`config.mk`:
```
export PLATFORM = sky130hd
export DESIGN_NAME = uart_modem_link
export DESIGN_NICKNAME = d
export VERILOG_FILES = /design/src/rtl/uart_link_pkg.sv /design/src/rtl/uart_tx_core.sv /design/src/rtl/uart_rx_core.sv /design/src/rtl/uart_flow_ctl.sv /design/src/rtl/uart_modem_link.sv
export SDC_FILE = /design/constraint.sdc
export NUM_CORES = 1
export LEC_CHECK = 0
export ABC_AREA = 1
export ABC_CLOCK_PERIOD_IN_PS = 2180
export BUFFER_PORTS_ARGS = -buffer_cell sky130_fd_sc_hd__buf_2
export CORE_UTILIZATION = 59
export DETAILED_ROUTE_END_ITERATION = 8
export PLACE_DENSITY = 0.77
export RECOVER_POWER = 25
export SKIP_CTS_REPAIR_TIMING = 1
export SLEW_MARGIN = 20
export SYNTH_ARGS = -nofsm -noshare
export SYNTH_HDL_FRONTEND = slang
export SYNTH_SLANG_ARGS = --single-unit
```
`constraint.sdc`:
```
create_clock -name clk -period 2.18 [get_ports clk]
set_input_delay 0.327 -clock clk [delete_from_list [all_inputs] [get_ports clk]]
set_output_delay 0.327 -clock clk [all_outputs]
set_load 0.02 [all_outputs]
```
`src/rtl/uart_link_pkg.sv`:
```
package uart_link_pkg;

  typedef enum logic [2:0] {
    LS_IDLE  = 3'd0,
    LS_START = 3'd1,
    LS_DATA  = 3'd2,
    LS_PAR   = 3'd3,
    LS_STOP  = 3'd4
  } link_state_e;

  localparam logic [2:0] PM_NONE  = 3'd0;
  localparam logic [2:0] PM_ODD   = 3'd1;
  localparam logic [2:0] PM_EVEN  = 3'd2;
  localparam logic [2:0] PM_SPACE = 3'd3;
  localparam logic [2:0] PM_MARK  = 3'd4;

  // Mask of the data bits that belong to the word for a given length code.
  function automatic logic [7:0] len_mask(input logic [1:0] len_code);
    return 8'hFF >> (2'd3 - len_code);
  endfunction

  // Index of the last data bit for a given length code (4..7).
  function automatic logic [2:0] last_index(input logic [1:0] len_code);
    return 3'(len_code) + 3'd4;
  endfunction

  function automatic logic parity_used(input logic [2:0] mode);
    return (mode == PM_ODD) || (mode == PM_EVEN) ||
           (mode == PM_SPACE) || (mode == PM_MARK);
  endfunction

  // Parity bit for already-masked data.
  function automatic logic parity_value(input logic [7:0] data, input logic [2:0] mode);
    logic pv;
    case (mode)
      PM_ODD:   pv = ~(^data);
      PM_EVEN:  pv = ^data;
      PM_MARK:  pv = 1'b1;
      default:  pv = 1'b0;
    endcase
    return pv;
  endfunction

endpackage

```
`src/rtl/uart_tx_core.sv`:
```
module uart_tx_core
  import uart_link_pkg::*;
#(
  parameter int OS_RATE = 16
) (
  input  logic       clk,
  input  logic       rst_n,
  input  logic       os_tick,
  input  logic [1:0] cfg_len,
  input  logic [2:0] cfg_par,
  input  logic       cts_ok,
  input  logic [7:0] tx_data,
  input  logic       tx_valid,
  output logic       tx_ready,
  output logic       txd
);

  localparam int CNT_W = $clog2(OS_RATE);
  localparam logic [CNT_W-1:0] CNT_LAST = CNT_W'(OS_RATE - 1);

  link_state_e      st_q, st_d;
  logic [CNT_W-1:0] cnt_q, cnt_d;
  logic [2:0]       idx_q, idx_d;
  logic [7:0]       sh_q, sh_d;
  logic             par_q, par_d;
  logic             txd_q, txd_d;
  logic [7:0]       masked;

  assign masked   = tx_data & len_mask(cfg_len);
  assign tx_ready = (st_q == LS_IDLE) && cts_ok;
  assign txd      = txd_q;

  always_comb begin
    st_d  = st_q;
    cnt_d = cnt_q;
    idx_d = idx_q;
    sh_d  = sh_q;
    par_d = par_q;
    txd_d = txd_q;
    if (st_q == LS_IDLE) begin
      txd_d = 1'b1;
      if (tx_valid && tx_ready) begin
        st_d  = LS_START;
        cnt_d = '0;
        txd_d = 1'b0;
        sh_d  = masked;
        par_d = parity_value(masked, cfg_par);
      end
    end else if (os_tick) begin
      if (cnt_q == CNT_LAST) begin
        cnt_d = '0;
        case (st_q)
          LS_START: begin
            st_d  = LS_DATA;
            idx_d = '0;
            txd_d = sh_q[0];
            sh_d  = {1'b0, sh_q[7:1]};
          end
          LS_DATA: begin
            if (idx_q == last_index(cfg_len)) begin
              if (parity_used(cfg_par)) begin
                st_d  = LS_PAR;
                txd_d = par_q;
              end else begin
                st_d  = LS_STOP;
                txd_d = 1'b1;
              end
            end else begin
              idx_d = idx_q + 3'd1;
              txd_d = sh_q[0];
              sh_d  = {1'b0, sh_q[7:1]};
            end
          end
          LS_PAR: begin
            st_d  = LS_STOP;
            txd_d = 1'b1;
          end
          default: begin
            st_d  = LS_IDLE;
            txd_d = 1'b1;
          end
        endcase
      end else begin
        cnt_d = cnt_q + 1'b1;
      end
    end
  end

  always_ff @(posedge clk or negedge rst_n) begin
    if (!rst_n) begin
      st_q  <= LS_IDLE;
      cnt_q <= '0;
      idx_q <= '0;
      sh_q  <= '0;
      par_q <= 1'b0;
      txd_q <= 1'b1;
    end else begin
      st_q  <= st_d;
      cnt_q <= cnt_d;
      idx_q <= idx_d;
      sh_q  <= sh_d;
      par_q <= par_d;
      txd_q <= txd_d;
    end
  end

endmodule

```
`src/rtl/uart_rx_core.sv`:
```
module uart_rx_core
  import uart_link_pkg::*;
#(
  parameter int OS_RATE     = 16,
  parameter int SYNC_STAGES = 2
) (
  input  logic       clk,
  input  logic       rst_n,
  input  logic       os_tick,
  input  logic [1:0] cfg_len,
  input  logic [2:0] cfg_par,
  input  logic       rxd,
  output logic       rx_done,
  output logic [7:0] rx_byte,
  output logic       rx_ferr,
  output logic       rx_perr
);

  localparam int CNT_W = $clog2(OS_RATE);
  localparam logic [CNT_W-1:0] CNT_LAST = CNT_W'(OS_RATE - 1);
  localparam logic [CNT_W-1:0] CNT_MID  = CNT_W'(OS_RATE / 2 - 1);

  logic [SYNC_STAGES-1:0] sync_q;
  logic                   rxs;

  link_state_e      st_q, st_d;
  logic [CNT_W-1:0] cnt_q, cnt_d;
  logic [2:0]       idx_q, idx_d;
  logic [7:0]       sh_q, sh_d;
  logic             pbit_q, pbit_d;
  logic             done_q, done_d;
  logic [7:0]       byte_q, byte_d;
  logic             ferr_q, ferr_d;
  logic             perr_q, perr_d;
  logic [7:0]       aligned;

  always_ff @(posedge clk or negedge rst_n) begin
    if (!rst_n) sync_q <= '1;
    else        sync_q <= {sync_q[SYNC_STAGES-2:0], rxd};
  end
  assign rxs = sync_q[SYNC_STAGES-1];

  assign aligned = sh_q >> (2'd3 - cfg_len);

  always_comb begin
    st_d   = st_q;
    cnt_d  = cnt_q;
    idx_d  = idx_q;
    sh_d   = sh_q;
    pbit_d = pbit_q;
    done_d = 1'b0;
    byte_d = byte_q;
    ferr_d = ferr_q;
    perr_d = perr_q;
    case (st_q)
      LS_IDLE: begin
        if (!rxs) begin
          st_d  = LS_START;
          cnt_d = '0;
        end
      end
      LS_START: begin
        if (os_tick) begin
          if (cnt_q == CNT_MID) begin
            cnt_d = '0;
            idx_d = '0;
            st_d  = rxs ? LS_IDLE : LS_DATA;
          end else begin
            cnt_d = cnt_q + 1'b1;
          end
        end
      end
      LS_DATA: begin
        if (os_tick) begin
          if (cnt_q == CNT_LAST) begin
            cnt_d = '0;
            sh_d  = {rxs, sh_q[7:1]};
            if (idx_q == last_index(cfg_len))
              st_d = parity_used(cfg_par) ? LS_PAR : LS_STOP;
            else
              idx_d = idx_q + 3'd1;
          end else begin
            cnt_d = cnt_q + 1'b1;
          end
        end
      end
      LS_PAR: begin
        if (os_tick) begin
          if (cnt_q == CNT_LAST) begin
            cnt_d  = '0;
            pbit_d = rxs;
            st_d   = LS_STOP;
          end else begin
            cnt_d = cnt_q + 1'b1;
          end
        end
      end
      default: begin
        if (os_tick) begin
          if (cnt_q == CNT_LAST) begin
            cnt_d  = '0;
            st_d   = LS_IDLE;
            done_d = 1'b1;
            byte_d = aligned;
            ferr_d = !rxs;
            perr_d = parity_used(cfg_par) &&
                     (pbit_q != parity_value(aligned, cfg_par));
          end else begin
            cnt_d = cnt_q + 1'b1;
          end
        end
      end
    endcase
  end

  always_ff @(posedge clk or negedge rst_n) begin
    if (!rst_n) begin
      st_q   <= LS_IDLE;
      cnt_q  <= '0;
      idx_q  <= '0;
      sh_q   <= '0;
      pbit_q <= 1'b0;
      done_q <= 1'b0;
      byte_q <= '0;
      ferr_q <= 1'b0;
      perr_q <= 1'b0;
    end else begin
      st_q   <= st_d;
      cnt_q  <= cnt_d;
      idx_q  <= idx_d;
      sh_q   <= sh_d;
      pbit_q <= pbit_d;
      done_q <= done_d;
      byte_q <= byte_d;
      ferr_q <= ferr_d;
      perr_q <= perr_d;
    end
  end

  assign rx_done = done_q;
  assign rx_byte = byte_q;
  assign rx_ferr = ferr_q;
  assign rx_perr = perr_q;

endmodule

```
`src/rtl/uart_flow_ctl.sv`:
```
module uart_flow_ctl #(
  parameter int SYNC_STAGES = 2
) (
  input  logic       clk,
  input  logic       rst_n,
  input  logic       cts_in,
  output logic       cts_ok,
  input  logic       rx_done,
  input  logic [7:0] rx_byte,
  input  logic       rx_ferr,
  input  logic       rx_perr,
  input  logic       rx_ready,
  output logic       rx_valid,
  output logic [7:0] rx_data,
  output logic       rx_frm_err,
  output logic       rx_par_err,
  output logic       rts_out
);

  logic [SYNC_STAGES-1:0] cts_q;

  logic       full_q, full_d;
  logic [7:0] data_q, data_d;
  logic       ferr_q, ferr_d;
  logic       perr_q, perr_d;

  always_ff @(posedge clk or negedge rst_n) begin
    if (!rst_n) cts_q <= '0;
    else        cts_q <= {cts_q[SYNC_STAGES-2:0], cts_in};
  end
  assign cts_ok = cts_q[SYNC_STAGES-1];

  always_comb begin
    full_d = full_q;
    data_d = data_q;
    ferr_d = ferr_q;
    perr_d = perr_q;
    if (full_q && rx_ready) begin
      full_d = 1'b0;
      ferr_d = 1'b0;
      perr_d = 1'b0;
    end else if (rx_done && !full_q) begin
      full_d = 1'b1;
      data_d = rx_byte;
      ferr_d = rx_ferr;
      perr_d = rx_perr;
    end
  end

  always_ff @(posedge clk or negedge rst_n) begin
    if (!rst_n) begin
      full_q <= 1'b0;
      data_q <= '0;
      ferr_q <= 1'b0;
      perr_q <= 1'b0;
    end else begin
      full_q <= full_d;
      data_q <= data_d;
      ferr_q <= ferr_d;
      perr_q <= perr_d;
    end
  end

  assign rx_valid   = full_q;
  assign rx_data    = data_q;
  assign rx_frm_err = ferr_q;
  assign rx_par_err = perr_q;
  assign rts_out    = !full_q;

endmodule

```
`src/rtl/uart_modem_link.sv`:
```
module uart_modem_link #(
  parameter int OS_RATE     = 16,
  parameter int SYNC_STAGES = 2
) (
  input  logic       clk,
  input  logic       rst_n,
  input  logic       os_tick,
  input  logic [1:0] cfg_len,
  input  logic [2:0] cfg_par,
  input  logic [7:0] tx_data,
  input  logic       tx_valid,
  output logic       tx_ready,
  output logic       txd,
  input  logic       cts_in,
  input  logic       rxd,
  output logic [7:0] rx_data,
  output logic       rx_valid,
  input  logic       rx_ready,
  output logic       rx_frm_err,
  output logic       rx_par_err,
  output logic       rts_out
);

  logic       cts_ok;
  logic       done;
  logic [7:0] got_byte;
  logic       got_ferr;
  logic       got_perr;

  uart_flow_ctl #(.SYNC_STAGES(SYNC_STAGES)) flow_i (
    .clk        (clk),
    .rst_n      (rst_n),
    .cts_in     (cts_in),
    .cts_ok     (cts_ok),
    .rx_done    (done),
    .rx_byte    (got_byte),
    .rx_ferr    (got_ferr),
    .rx_perr    (got_perr),
    .rx_ready   (rx_ready),
    .rx_valid   (rx_valid),
    .rx_data    (rx_data),
    .rx_frm_err (rx_frm_err),
    .rx_par_err (rx_par_err),
    .rts_out    (rts_out)
  );

  uart_tx_core #(.OS_RATE(OS_RATE)) tx_i (
    .clk      (clk),
    .rst_n    (rst_n),
    .os_tick  (os_tick),
    .cfg_len  (cfg_len),
    .cfg_par  (cfg_par),
    .cts_ok   (cts_ok),
    .tx_data  (tx_data),
    .tx_valid (tx_valid),
    .tx_ready (tx_ready),
    .txd      (txd)
  );

  uart_rx_core #(.OS_RATE(OS_RATE), .SYNC_STAGES(SYNC_STAGES)) rx_i (
    .clk     (clk),
    .rst_n   (rst_n),
    .os_tick (os_tick),
    .cfg_len (cfg_len),
    .cfg_par (cfg_par),
    .rxd     (rxd),
    .rx_done (done),
    .rx_byte (got_byte),
    .rx_ferr (got_ferr),
    .rx_perr (got_perr)
  );

endmodule

```
* Word level (Yosys, flattened, before mapping)
Index checks and enable logic that the tools add are counted.
** Word-level totals
- Bits in registers :: 65
- Output and inout port bits :: 14
- Logic and storage cells :: 164
** Operators by class
- Add/subtract/negate cells :: 6
- Eq/ne operators :: 29
- Shift-type cells :: 2
- Muxes and demuxes :: 64
- Bitwise operators :: 6
- Reductions and logical operators :: 36
** Operator list (number)
- 3-bit two-way mux :: 22
- 8-bit two-way mux :: 5
- 4-bit two-way mux :: 9
- 3-bit by 2-bit equality test with 1-bit output, second input constant :: 6
- 1-bit two-way mux :: 18
- 8-bit one-hot mux with 2 select lines :: 1
- 8-bit XOR reduction :: 2
- 2-bit inequality test, second input constant :: 7
- 3-bit one-hot mux with 2 select lines :: 2
- 3-bit one-hot mux with 4 select lines :: 1
- 3-bit AND reduction :: 4
- 2-bit nonzero test :: 6
- 10-bit AND reduction :: 1
- 5-bit AND reduction :: 2
- 3-bit by 1-bit equality test with 1-bit output, second input constant :: 3
- 3-bit one-hot mux with 3 select lines :: 1
- 4-bit by 1-bit adder with 4-bit output, second input constant :: 2
- 8-bit AND :: 1
- 4-bit equality test, second input constant :: 2
- 2-bit by 1-bit inequality test with 1-bit output, second input constant :: 4
- 4-bit one-hot mux with 2 select lines :: 1
- 2-bit AND reduction :: 4
- 8-bit by 2-bit right shift with 8-bit output :: 1
- 8-bit by 2-bit right shift with 8-bit output, first input constant :: 1
- 21 further kinds :: 37

* Logic depth before layout (Yosys ltp)
- Word-level depth :: 10
- Mapped depth :: 17
- Gate-level depth less buffers :: 16

* Modules after synthesis
A second synthesis with hierarchy kept.
** Second synthesis, totals
- Cell total of the unflattened synthesis :: 515
- Area, all modules :: 3688.5 um2
** Modules (own cells, without submodules)
- uart_rx_core :: times used 1, cells each 275, area each 1889.3 um2
- uart_tx_core :: times used 1, cells each 190, area each 1321.3 um2
- uart_flow_ctl :: times used 1, cells each 50, area each 478.0 um2

* Worst setup path before layout
Ideal clock, no wire load.
- Path kind :: register to register
- From :: register tx_i.st_q[1]
- To :: register tx_i.cnt_q[3]
- Setup time :: 0.121 ns
- Arrival time :: 1.531 ns
- Required time :: 2.059 ns
- Setup slack :: 0.528 ns
- Cell stages (with the launch flop) :: 9
- Path buffers :: 0
- Clock period less this slack :: 1.652 ns
- Path through :: dfrtp_1 -> nor2_1 -> nand2_1 -> nor2_1 -> nand2_1 -> o21ai_1 -> nand2_1 -> nor2_1 -> nor3_1
** On the way
- Longest elaborated chain between the ends :: 5
** Ends and longest elaborated chain
- start: declaration :: RTL line uart_tx_core.sv:21 : link_state_e st_q, st_d;
- start signal: assignment :: RTL line uart_tx_core.sv:98 : st_q <= st_d;
- 3-bit logical NOT :: RTL line uart_tx_core.sv:30 : assign tx_ready = (st_q == LS_IDLE) && cts_ok;
- 1-bit logical AND :: RTL line uart_tx_core.sv:30
- net tx_ready :: RTL line uart_modem_link.sv:12 : output logic tx_ready,
- 1-bit logical AND :: RTL line uart_tx_core.sv:42 : if (tx_valid && tx_ready) begin
- 2-bit inequality test (no source line)
- 2-bit AND reduction (no source line)
- end signal: assignment :: RTL line uart_tx_core.sv:99 : cnt_q <= cnt_d;
- end: declaration :: RTL line uart_tx_core.sv:22 : logic [CNT_W-1:0] cnt_q, cnt_d;
The timed path passes the listed nets, and every way through them passes these cells.
A chain may end at the register's enable or synchronous reset.

* Worst setup path in the final report
- From :: register rx_i.cnt_q[0]
- To :: register rx_i.st_q[2]
** On the way
- Longest elaborated chain between the ends :: 3
** Ends and longest elaborated chain
- start: declaration :: RTL line uart_rx_core.sv:27 : logic [CNT_W-1:0] cnt_q, cnt_d;
- start signal: assignment :: RTL line uart_rx_core.sv:129 : cnt_q <= cnt_d;
- 4-bit equality test or 4-bit by 3-bit equality test with 1-bit output (tied branches)
- 2-bit by 1-bit inequality test with 1-bit output (no source line) or 3-bit nonzero test (tied branches)
- 10-bit AND reduction (no source line) *
- end signal: assignment :: RTL line uart_rx_core.sv:128 : st_q <= st_d;
- end: declaration :: RTL line uart_rx_core.sv:26 : link_state_e st_q, st_d;
Mark *: on every way between the ends. The rest lies on a longest branch, timed or not.

==> flow_metrics.env <==
export IMPL_status="finished, violations left"
export IMPL_violations="max-capacitance violations, max-slew violations"
export IMPL_drv_slew=66
export IMPL_cts_root_buf="clkbuf_8"
export IMPL_synth_compound_area_share_pct=12.2
export IMPL_areaGrowthSynthToFinish_pct=12.0
export IMPL_p_sw_share_pct=35.7
export IMPL_fin_cells=563
export IMPL_fp_row_count=27
export IMPL_nNetsFinal=511
export IMPL_grt_pass1_wl_mm=12.2
export IMPL_r2r_start="rx_i.cnt_q[0]"
export IMPL_grt_overflow=0
export IMPL_floorplan_initialDensity_pct=63.0
export IMPL_ys_ff_latch=65
export IMPL_crit_top_cell="o21ai_0"
export IMPL_synth_nets=472
export IMPL_worstMarginPinSlew_ns=1.52
export IMPL_intPower_w=0.00265
export IMPL_crit_fanout=5
export IMPL_netlist_area_sq_um=3560
export IMPL_die_area_sq_um=6340
export IMPL_post_place_ws_ns=0.291
export IMPL_totalNegativeSetupSlack_ns=0
export IMPL_final_cell_mix="148 x nand2_1, 62 x dfrtp_1, 41 x inv_1"
export IMPL_die_x_um=79.6
export IMPL_setup_viol=0
export IMPL_io_pins=34
export IMPL_ir_drop_mv=0.680
export IMPL_placed_cells=548
export IMPL_finClkSkew_ns=0.00977
export IMPL_p_clk_share_pct=26.5
export IMPL_leakagePower_nw=2.04
export IMPL_rsz0062_at_grt="false"
export IMPL_clock_latency_ns=0.34
export IMPL_synthTopCellsByArea="dfrtp_1 44%, nand2_1 16%, o21ai_0 5.1%"
export IMPL_crit_start="rx_i.cnt_q[0]"
export IMPL_reg2regPathDepth=9
export IMPL_hold_path_class="in2reg"
export IMPL_gp_congestion=0.883
export IMPL_p_sw_w=0.00147
export IMPL_core_sq_um=5640
export IMPL_crit_type="reg2reg"
export IMPL_synth_async_reset_ratio_pct=100
export IMPL_viasPerCell=5.27
export IMPL_fin_crit_ns=1.90
export IMPL_diodes=0
export IMPL_antenna_found_initial=0
export IMPL_crit_buf_inv=1
export IMPL_fmax_mhz=525
export IMPL_synthCells=448
export IMPL_synth_ff_type="dfrtp_1"
export IMPL_synthMuxAreaShare_pct=2.53
export IMPL_grt_util_all_layers_pct=25.1
export IMPL_synth_top_cell_area_share_pct=43.6
export IMPL_htree_levels=3
export IMPL_relSlewSlack_pct=-1.41
export IMPL_wirelength_mm=6.95
export IMPL_max_stage_delay_ns=0.39
export IMPL_synth_top_family_by_area="simple AND/OR/NAND/NOR gates"
export IMPL_syn_avg_cell_area_sq_um=7.94
export IMPL_crit_cells=9
export IMPL_crit_end="rx_i.st_q[2]"
export IMPL_clockBufferDepth=2
export IMPL_worstPathCellList="ha_1, nand2_1, o21ai_0, o31ai_1, nor2_1, inv_1, a21oi_2, o21ai_0, o21ai_0"
export IMPL_ant_nets=0
export IMPL_r2r_slack_ns=0.28
export IMPL_min_from="rxd"
export IMPL_synth_distinct_cells=38
export IMPL_finalCritPeriodShare_pct=87.4
export IMPL_yosys_area_share_simple_pct=27.6
export IMPL_rr_endpoint="rx_i.st_q[2]"
export IMPL_cts_sinks=65
export IMPL_synth_xor_xnor_area_share_pct=3.17
export IMPL_cpLargestDelayFamily="compound AO/OA/AOI/OAI gates"
export IMPL_yosysTopAreaCell="dfrtp_1"
export IMPL_crit_path_end_kind="flip-flop"
export IMPL_dr_pass1_iters=4
export IMPL_grt_pass1_vias=2866
export IMPL_numCtsBuffers=9
export IMPL_wl_per_cell_um=12.3
export IMPL_worstSetupStartpointType="flip-flop"
export IMPL_powerDensity_nw_per_um2=1040
export IMPL_grt_max_degree=66
export IMPL_combPwrFrac_pct=32.4
export IMPL_pwr_share_seq_pct=41.1
export IMPL_final_hold_viol_count=0
export IMPL_seq_area_frac_synth_pct=45.8
export IMPL_critPathRequiredTime_ns=2.44
export IMPL_vias=2965
export IMPL_final_common_cell="nand2_1"
export IMPL_clk_pin_slew_worst_paths_ns=0.06
export IMPL_synth_fa_ha_area_share_pct=1.41
export IMPL_cts_tree="built"
export IMPL_crit_arrival_ns=2.16
export IMPL_max_cap_violations=1
export IMPL_synth_edff_count=0
export IMPL_ys_warn_count=0
export IMPL_drc=0
export IMPL_cpMaxStageDelayCell="dfrtp_1"
export IMPL_fp_dieH_um=79.6
export IMPL_portBuffers=33
export IMPL_layout_drive_gt1_share_pct=17.1
export IMPL_drt_iter0_markers=144
export IMPL_hpwl_mm=5.12
export IMPL_setup_ws_ns=0.276
## power groups by stage
stage	Combinational [W]	Clock, W	Sequential, W
floorplan	0.00101	0	0.00168
global placement	0.00127	0	0.00170
detailed placement	0.00133	0	0.00171
CTS	0.00135	0.00111	0.00169
global route	0.00154	0.00117	0.00173
finish	0.00134	0.00110	0.00170
## registers in the layout, indices dropped and copies added, names as in the netlist, 2 cells and up
register / count
tx_i.sh_q: 8
flow_i.cts_q: 2
rx_i.cnt_q: 4
flow_i.rx_data: 8
rx_i.rx_byte: 8
tx_i.idx_q: 3
rx_i.idx_q: 3
rx_i.st_q: 3
tx_i.cnt_q: 4
rx_i.sh_q: 8
tx_i.st_q: 3
rx_i.sync_q: 2
## Yosys cell counts, types with 4 or more instances
| cell | n |
|---|---|
| nor3_1 | 5 |
| inv_1 | 41 |
| inv_2 | 4 |
| a31oi_1 | 9 |
| xor2_1 | 5 |
| o21ai_0 | 36 |
| a21oi_1 | 13 |
| xnor2_1 | 6 |
| nor2_1 | 25 |
| buf_6 | 5 |
| clkbuf_1 | 5 |
| nand4_1 | 5 |
| mux2_2 | 8 |
| dfrtp_1 | 62 |
| ha_1 | 4 |
| nand2_1 | 148 |
| nand3_1 | 34 |
## worst min path at each step
stage               slack (ns)           endpoint  cells past startpoint
floorplan                 0.03    flow_i.cts_q[0]                      0
global placement          0.34    flow_i.cts_q[1]                      0
detailed placement        0.34    flow_i.cts_q[1]                      0
CTS                       0.01  flow_i.rx_data[2]                      2
global route              0.07     rx_i.sync_q[0]                      1
finish                    0.08     rx_i.sync_q[0]                      1
## worst reg2reg max path, cell delays in order (launching register included)
cell,delay [ns]
dfrtp_1,0.39
ha_1,0.20
nand2_1,0.08
o21ai_0,0.27
o31ai_1,0.13
nor2_1,0.19
inv_1,0.12
a21oi_2,0.22
o21ai_0,0.13
o21ai_0,0.09
## routing by layer
| layer | share of wire, % | wire [um] | global-route usage (%) | up-vias |
|---|---|---|---|---|
| li1 | - | - | - | 1544 |
| met1 | 48 | 3310 | 32.3 | 1353 |
| met2 | 46 | 3190 | 40.7 | 54 |
| met3 | 4.5 | 311 | 5.26 | 14 |
| met4 | 1.9 | 132 | 10.9 | 0 |
| met5 | 0 | 0 | 0 | - |
## kinds of logic (layout without fill, tap and decap cells)
group,after synthesis,in the layout
compound gates,75,75
xor+xnor,12,12
fa+ha+maj,4,4
buf+inv,57,100
flops,65,65
mux,8,8
simple gates,227,227
## stage by stage
stage / cell area (sq um) / hold slack, ns / util (%) / power, W
after detailed placement: 3790 / 0.342 / 67.2 / 0.00304
after CTS: 4000 / 0.0118 / 70.9 / 0.00415
final: 3980 / 0.0842 / 70.6 / 0.00413
after global placement: 3790 / 0.335 / 67.2 / 0.00297
after floorplan: 3560 / 0.0314 / - / 0.00269
after global routing: 3980 / 0.0716 / 70.6 / 0.00444
## area by class of cell
type                    instances  area [sq um]
fillers                       439          1660
clock inverters                 3          65.1
clock buffers                  12           145
flip-flops and latches         65          1630
repair buffers                 40           215
inverters                      45           169
well taps                      72          90.1
multi-input cells             326          1670
Note: power is estimated with default switching activity, not from simulation.
